### config.mk
export PLATFORM = sky130hd
export DESIGN_NAME = gpio_outbank
export DESIGN_NICKNAME = d
export VERILOG_FILES = /design/src/rtl/gpio_outbank.sv
export SDC_FILE = /design/constraint.sdc
export NUM_CORES = 1
export LEC_CHECK = 0
export ABC_CLOCK_PERIOD_IN_PS = 1400
export BUFFER_PORTS_ARGS = -buffer_cell sky130_fd_sc_hd__buf_2
export CAP_MARGIN = 40
export CORE_ASPECT_RATIO = 1.25
export CORE_MARGIN = 2
export CORE_UTILIZATION = 30
export DETAILED_ROUTE_END_ITERATION = 10
export GPL_ROUTABILITY_DRIVEN = 0
export PLACE_DENSITY_LB_ADDON = 0.2
export SYNTH_ARGS = -nofsm -noshare
export SYNTH_HDL_FRONTEND = slang
export SYNTH_SLANG_ARGS = --single-unit
### constraint.sdc
create_clock -name clk -period 1.4 [get_ports clk]
set_input_delay 0 -clock clk [delete_from_list [all_inputs] [get_ports clk]]
set_output_delay 0 -clock clk [all_outputs]
set_load 0.02 [all_outputs]
### src/rtl/gpio_outbank.sv
module gpio_outbank #(
  parameter int NPORTS = 6,
  parameter logic [127:0] PORT_MASK = 128'h0000_0000_0000_0000_0000_FF3F_FF7F_0FFF
) (
  input  logic              clk,
  input  logic              rst_n,
  input  logic [5:0]        addr,
  input  logic [7:0]        wdata,
  input  logic              wr_en,
  input  logic              rd_en,
  output logic [7:0]        rd_data,
  output logic [NPORTS*8-1:0] port_out
);
  localparam logic [1:0] WIN_DATA = 2'b00;
  localparam logic [1:0] WIN_SET  = 2'b01;
  localparam logic [1:0] WIN_CLR  = 2'b10;

  wire [1:0] win = addr[5:4];
  wire [3:0] idx = addr[3:0];
  wire       in_range = int'(idx) < NPORTS;

  logic [7:0] rd_next;

  for (genvar p = 0; p < NPORTS; p++) begin : g_port
    localparam logic [7:0] M = PORT_MASK[p*8 +: 8];
    logic [7:0] odr;
    wire hit = wr_en && in_range && (idx == 4'(p));

    always_ff @(posedge clk) begin
      if (!rst_n) odr <= 8'h00;
      else if (hit) begin
        case (win)
          WIN_DATA: odr <= wdata & M;
          WIN_SET:  odr <= odr | (wdata & M);
          WIN_CLR:  odr <= odr & wdata;
          default:  odr <= odr;
        endcase
      end
    end

    assign port_out[p*8 +: 8] = odr;
  end

  always_comb begin
    rd_next = 8'h00;
    for (int p = 0; p < NPORTS; p++)
      if (rd_en && in_range && win == WIN_DATA && idx == 4'(p))
        rd_next = port_out[p*8 +: 8];
  end

  always_ff @(posedge clk) begin
    if (!rst_n) rd_data <= 8'h00;
    else        rd_data <= rd_next;
  end
endmodule

==> summary.txt, run 1 <==
Critical path
  – Minimum setup slack among reg-to-reg paths: 400 ps
  – Destination of the worst register-to-register timing path: rd_data[6]$_SDFF_PN0_
  – Crit path cell chain: buf_2, ha_4, buf_4, nand2b_4, or4_4, buf_4, o211ai_1, o21ai_0
  – Max Fanout on Critical Path: 8
  – Dominant delay contributor by cell family on the critical path: simple AND/OR/NAND/NOR gates
  – Required time at the endpoint of the critical path: 1600 ps
  – Critical Path Most Common Cell: buf_4
  – Number of buffer and inverter stages on the critical path: 3
  – Crit path capture type: flop
  – Largest incremental delay on the critical path: 510 ps
  – Reg-to-Reg Start: g_port[4].odr[6]$_SDFFE_PN0P_
  – Number of cells on the worst reg-to-reg path: 3
  – Critical path startpoint category: primary input
  – Data arrival time of the critical path: 1500 ps
  – Worst Setup Path Type: in2reg
  – Cell with the largest stage delay on the worst path: or4_4

Flow run
  – Max Cap Violations: 0

STA
  – Min cycle time layout: 1300 ps
  – Final period util: 0.928
  – Hold Fails Final Rpt: 0
  – Transition time of the tightest slew-check pin: 428 ps
  – FMAX: 769 MHz
  – Worst setup skew after layout: 8.77 ps
  – Setup Viol. Count Final: 0
  – Max Transition Viols Final: 0
  – Max_slew headroom: 0.714
  – Crit path setup slack, layout: 100 ps
  – Final-layout setup total negative slack: 0 ps
  – Setup repair after global routing missed its margin: no

Hold path
  – Hold Path Origin: addr[1]
  – Min-Delay Path Depth: 4
  – Worst hold path class: in2reg
  – Worst Hold End: rd_data[1]$_SDFF_PN0_

Floorplanning
  – Initial standard-cell utilization of the core: 0.306
  – Number of cell rows: 38
  – Die extent in x: 87.8 um
  – IO Pins: 74
  – Die extent in y: 109 um
  – Overall die area: 0.00954 mm2
  – Core Footprint: 0.00861 mm2

Status
  – Result of the run: complete, no violations

Clock network
  – TritonCTS Sinks: 56
  – Clock latency of the later-clocked register in the worst-skew pair: 320 ps
  – Number of buffers created by CTS: 5
  – TritonCTS clock tree: done
  – Clock edge transition at the registers on the reported setup and hold paths: 100 ps
  – H-tree level count: 2
  – Clock Path Buffers: 2
  – Cell chosen for the clock root: clkbuf_8

Synthesis
  – Synth top area share: 0.426
  – Synthesis-stage register bit count: 56
  – Proportion of synthesized chip area in sequential cells: 0.426
  – Cells after synthesis: 306
  – Proportion of synthesized flip-flops having asynchronous set or reset: 0
  – Main synth FF type: dfxtp_1
  – Synthesized net count: 328
  – Count of warnings emitted by yosys: 0
  – Post-Synthesis Cell Area: 0.00263 mm2
  – Top cells by area in the synthesized netlist: dfxtp_1 (43%), o211ai_1 (8.3%), o21ai_0 (5.5%), a21oi_1 (4.0%), nand2_1 (3.8%)
  – Average size of a mapped cell: 8.60 um2
  – Number of enable flip-flop cells after synthesis: 0
  – Area leader, netlist: dfxtp_1
  – Number of distinct library cells after synthesis: 39

Routing
  – Routed length per placed instance: 17.3 um
  – Routed via count divided by cell count: 5.19
  – Routed via count: 2787
  – Remaining antenna violation count after routing: 0
  – Pre-Repair DR Iteration Count: 4
  – Routed wire length: 9290 um
  – DRC violations left: 0
  – Number of violations reported at the end of detailed-routing iteration 0: 169

Final layout
  – Layout cells sized above 1: 0.367
  – Utilization of the core after routing: 0.420
  – Area Growth Syn to Fin: 37.4%
  – Net count, final: 440
  – Finished Layout Cells: 537
  – Antenna cell count: 0

Pwr
  – IR Drop Worst-Case VDD: 0.420 mV
  – Power per unit of standard cell area: 858 mW/mm2
  – Leakage power: 1.53 nW
  – Post-layout power: 3.10 mW
  – Gate power share: 0.140
  – Net Sw Power: 0.812 mW
  – Switching Fraction: 0.262
  – Cell Int Power: 2.29 mW
  – Seq pwr share: 0.519
  – Clock network power share: 0.341

GRT
  – Pin count of the biggest net entering global routing: 36
  – Vias in the first global route: 2655
  – Overall global routing resource usage: 0.197
  – Initial antenna violation count: 0
  – Total congestion overflow after global routing: 0
  – First-pass GRT wire length: 14200 um

Placed design
  – Placed cell count: 523
  – Count of port buffers added during placement: 73
  – Post-placement worst setup slack: -304 ps
  – Hpwl dp: 6740 um
-- routing by layer --
metal | global-route usage | part of all wire | vias to the layer above
li1 | - | - | 1357
met3 | 0.0371 | 0.052 | 19
met5 | 0 | 0 | -
met1 | 0.242 | 0.41 | 1317
met2 | 0.328 | 0.51 | 94
met4 | 0.0956 | 0.032 | 0
-- worst max-delay path by stage --
stage | startpoint | end | slack, ps | depth (start not counted)
6_report | addr[4] | g_port[4].odr[3]$_SDFFE_PN0P_ | 100 | 8
5_1_grt | addr[4] | g_port[4].odr[2]$_SDFFE_PN0P_ | 20 | 9
4_1_cts | addr[4] | g_port[4].odr[3]$_SDFFE_PN0P_ | 40 | 8
3_5_place_dp | addr[4] | g_port[4].odr[3]$_SDFFE_PN0P_ | -300 | 8
3_3_place_gp | addr[4] | g_port[4].odr[3]$_SDFFE_PN0P_ | -290 | 8
2_1_floorplan | addr[4] | g_port[0].odr[7]$_SDFFE_PN0P_ | 30 | 6
-- tightest hold or removal path, delay by kind of cell --
family | cells | cell delay [ps]
buf+inv | 1 | 180
compound gates | 2 | 130
simple gates | 1 | 70
-- stage by stage --
stage | hold WS (ps) | cell area, um2
after floorplan | 141 | 2660
after detailed placement | 290 | 3410
after global routing | 116 | 3620
final | 87.8 | 3620
after global placement | 287 | 3410
after CTS | 74.5 | 3590
-- power by group through the flow --
stage | sequential, mW | combinational, mW | clock [mW]
floorplan | 1.66 | 0.201 | 0
global placement | 1.65 | 0.408 | 0
detailed placement | 1.65 | 0.409 | 0
CTS | 1.61 | 0.428 | 1.07
global route | 1.61 | 0.472 | 1.13
finish | 1.61 | 0.435 | 1.06
-- sequential cells by signal, summed over array words and instances (netlist names) --
name,count
g_port.odr,48
rd_data,8
-- layout by cell type, fill, tap and decap left out, drive strengths merged, types with 2 or more instances in the layout --
master	count
or2	9
o31ai	7
o211ai	33
or3	2
clkbuf	5
or4b	2
nand2b	4
nand3	3
nor4	2
a22oi	8
a31oi	3
buf	119
nand2	27
nor4b	2
a21oi	21
o2bb2ai	8
inv	3
nor2	18
dfxtp	56
ha	4
o21ai	49
dlygate4sd3	8
nor2b	8
mux2i	8
-- layout make-up --
class / count / area, um2
Sequential cell: 56 / 1120
Clock inverter: 1 / 30.0
Inverter: 4 / 15.0
Tap cell: 120 / 150
Multi-Input combinational cell: 224 / 1440
Fill cell: 884 / 4990
Clock buffer: 5 / 68.8
Timing Repair Buffer: 127 / 791
-- timing repair --
item / 4_1_cts / 5_1_grt
gates resized for setup: 0 / 10
hold buffers: 8 / 0
hold endpoints to repair: 10 / 0
buffers inserted: 0 / 0
setup endpoints to repair: 0 / 23
-- synthesized netlist by cell type (all sizes together) (3+ instances only) --
master / n
buf: 9
or2: 9
nand2: 27
clkbuf: 13
o31ai: 7
ha: 4
nand3: 3
o21ai: 49
mux2i: 8
a31oi: 3
inv: 3
nor2: 18
o211ai: 33
o2bb2ai: 8
nand2b: 4
nor2b: 8
dfxtp: 56
a22oi: 8
a21oi: 21
-- cell families after synthesis --
logic type,Yosys count,share of synthesized area
AO/OA/AOI/OAI,131,0.318
adder cells (fa/ha/maj),4,0.0190
buffers and inverters,26,0.0442
flip-flops,56,0.426
multiplexers,8,0.0304
AND/OR/NAND/NOR,81,0.162
(Power assumes the default switching activity.)
==> run 2, diff against run 1 <==
CTS_BUF_LIST = sky130_fd_sc_hd__clkbuf_4 sky130_fd_sc_hd__clkbuf_8 sky130_fd_sc_hd__clkbuf_16   (was not set)
MAX_ROUTING_LAYER = met4   (was not set)
==> run 2 against run 1 <==
Total power shrank 0.12%. Worst setup slack lost 6.4 ps. Clock power is essentially flat. Clock skew is essentially flat. Clock-buffer cell count is the same. Register-to-register slack is essentially flat.
==> summary.txt, run 2 (same netlist as run 1, synthesis figures left out) <==
Final layout
  – Utilization of the core after routing: 0.420 (unchanged)
  – Layout cells sized above 1: 0.367 (unchanged)
  – Most frequent cells in the layout: buf_2 (73), dfxtp_1 (56), buf_4 (46)
  – Register with the most flip-flops: g_port.odr
  – Most common cell after layout, fill and taps aside: buf_2
  – Number of flip-flops in the largest register: 48 (unchanged)
  – Net count, final: 440 (unchanged)
  – Area Growth Syn to Fin: 37.4% (unchanged)
  – Antenna cell count: 0 (unchanged)
  – Registers with the most flip-flops: g_port.odr x48, rd_data x8
  – # fillers: 884 (unchanged)

Clock network
  – Clock latency of the later-clocked register in the worst-skew pair: 320 ps (about the same)
  – TritonCTS Sinks: 56 (unchanged)
  – TritonCTS clock tree: done
  – Clock edge transition at the registers on the reported setup and hold paths: 100 ps (about the same)
  – Clock Path Buffers: 2 (unchanged)
  – Number of buffers created by CTS: 5 (unchanged)
  – Cell chosen for the clock root: clkbuf_8
  – H-tree level count: 2 (unchanged)

Status
  – Result of the run: complete, no violations

Pwr
  – Leakage power: 1.53 nW (unchanged)
  – Power per unit of standard cell area: 857 mW/mm2 (-0.12%)
  – IR Drop Worst-Case VDD: 0.420 mV (about the same)
  – Cell Int Power: 2.29 mW (about the same)
  – Net Sw Power: 0.809 mW (-0.42%)
  – Seq pwr share: 0.519 (about the same)
  – Clock network power share: 0.340 (about the same)
  – Gate power share: 0.141 (about the same)
  – Post-layout power: 3.10 mW (-0.12%)
  – Switching Fraction: 0.261 (-0.000796)

Critical path
  – Crit path capture type: flop
  – Critical path startpoint category: primary input
  – Required time at the endpoint of the critical path: 1600 ps (about the same)
  – Setup crit end: g_port[4].odr[0]$_SDFFE_PN0P_
  – Critical Path Most Common Cell: buf_4
  – Number of cells on the worst reg-to-reg path: 3 (unchanged)
  – Largest incremental delay on the critical path: 510 ps (about the same)
  – Critical path launch point: addr[4]
  – Crit path cell chain: buf_2, ha_4, buf_4, nand2b_4, or4_4, buf_4, o211ai_1, o21ai_1
  – Minimum setup slack among reg-to-reg paths: 400 ps (about the same)
  – Reg-to-Reg Start: g_port[4].odr[6]$_SDFFE_PN0P_
  – Destination of the worst register-to-register timing path: rd_data[6]$_SDFF_PN0_
  – Data arrival time of the critical path: 1510 ps (about the same)
  – Cell with the largest stage delay on the worst path: or4_4
  – Worst Setup Path Type: in2reg
  – Max Fanout on Critical Path: 8 (unchanged)

STA
  – WHS: 87.7 ps (-0.128 ps)
  – FMAX: 766 MHz (-0.49%)
  – Setup Viol. Count Final: 0 (unchanged)
  – Worst setup skew after layout: 8.79 ps (+0.0219 ps)
  – Max Transition Viols Final: 0 (unchanged)
  – Setup repair after global routing missed its margin: no
  – Final-layout setup total negative slack: 0 ps (unchanged)
  – Hold Fails Final Rpt: 0 (unchanged)
  – Transition time of the tightest slew-check pin: 435 ps (+7.28 ps)
  – Min cycle time layout: 1310 ps (+6.35 ps)
  – Max_slew headroom: 0.709 (-0.00487)
  – Final period util: 0.933 (+0.00454)

Floorplanning
  – Die extent in y: 109 um (unchanged)
  – Core Footprint: 0.00861 mm2 (unchanged)
  – IO Pins: 74 (unchanged)
  – Overall die area: 0.00954 mm2 (unchanged)
  – Initial standard-cell utilization of the core: 0.306 (unchanged)
  – Number of cell rows: 38 (unchanged)
  – Die extent in x: 87.8 um (unchanged)

Routing
  – Routed wire length: 9310 um (+0.13%)
  – Remaining antenna violation count after routing: 0 (unchanged)
  – Routed via count divided by cell count: 5.16 (-0.57%)
  – Number of violations reported at the end of detailed-routing iteration 0: 161 (-4.7%)
  – Routed length per placed instance: 17.3 um (+0.13%)
  – Routed via count: 2771 (-0.57%)
  – DRC violations left: 0 (unchanged)
  – Pre-Repair DR Iteration Count: 4 (unchanged)

GRT
  – Initial antenna violation count: 0 (unchanged)
  – Total congestion overflow after global routing: 0 (unchanged)
  – Vias in the first global route: 2651 (-0.15%)
  – Overall global routing resource usage: 0.203 (+0.00589)
  – Pin count of the biggest net entering global routing: 36 (unchanged)
  – First-pass GRT wire length: 14300 um (about the same)

Hold path
  – Hold Path Origin: addr[1]
  – Worst hold path class: in2reg

Placed design
  – Hpwl dp: 6740 um (unchanged)
  – Count of port buffers added during placement: 73 (unchanged)

Flow run
  – Max Cap Violations: 0 (unchanged)
==> run 2: cell counts in the layout (fill, tap and decap cells not counted) <==
Identical to the previous run, type by type.
==> run 2: critical path, delay by kind of cell <==
kind / cells / cell delay, ps
AND/OR/NAND/NOR: 2 / 650
buffers and inverters: 3 / 450
AO/OA/AOI/OAI: 2 / 250
adder cells (fa/ha/maj): 1 / 150
==> run 2: per-stage QoR <==
| step | cell area [um2] | setup slack (ps) | cells |
|---|---|---|---|
| after floorplan | 2660 | 27.8 | 306 |
| after global placement | 3410 | -293 | 523 |
| after detailed placement | 3410 | -304 | 523 |
| after CTS | 3590 | 37.3 | 537 |
| after global routing | 3620 | 21.4 | 537 |
| final | 3620 | 93.8 | 537 |
==> run 2: worst min-delay path by stage <==
stage	end	slack [ps]	cells past startpoint
3_5_place_dp	g_port[3].odr[1]$_SDFFE_PN0P_	290	3
2_1_floorplan	g_port[3].odr[0]$_SDFFE_PN0P_	140	2
3_3_place_gp	g_port[3].odr[1]$_SDFFE_PN0P_	290	3
6_report	rd_data[1]$_SDFF_PN0_	90	4
4_1_cts	rd_data[1]$_SDFF_PN0_	70	4
5_1_grt	rd_data[1]$_SDFF_PN0_	110	4
==> run 2: layout make-up <==
| class | instances | area, um2 | share of cell area |
|---|---|---|---|
| inverter | 4 | 15.0 | 0.00415 |
| timing repair buffer | 127 | 791 | 0.219 |
| clock buffer | 5 | 68.8 | 0.0190 |
| sequential | 56 | 1120 | 0.310 |
| multi-input combinational | 224 | 1440 | 0.398 |
| clock inverter | 1 | 30.0 | 0.00830 |
| tap | 120 | 150 | 0.0415 |
==> run 2: what timing repair did <==
action | CTS | global route
endpoints found under the hold margin | 10 | 0
hold buffers | 8 | 0
resized for setup | 0 | 10
setup buffers | 0 | 0
setup endpoints to repair | 0 | 23
==> run 2: power by group through the flow <==
stage / sequential [mW] / combinational [mW] / clock [mW]
CTS: 1.61 / 0.428 / 1.07
floorplan: 1.66 / 0.201 / 0
global route: 1.61 / 0.472 / 1.13
finish: 1.61 / 0.436 / 1.05
detailed placement: 1.65 / 0.409 / 0
global placement: 1.65 / 0.408 / 0
==> run 2: per-layer routing <==
layer | global-route usage | vias up | wire [um]
met5 | - | - | 0
met1 | 0.245 | 1310 | 3890
met3 | 0.0348 | 21 | 422
met4 | 0.0956 | 0 | 350
met2 | 0.328 | 85 | 4640
li1 | - | 1355 | -
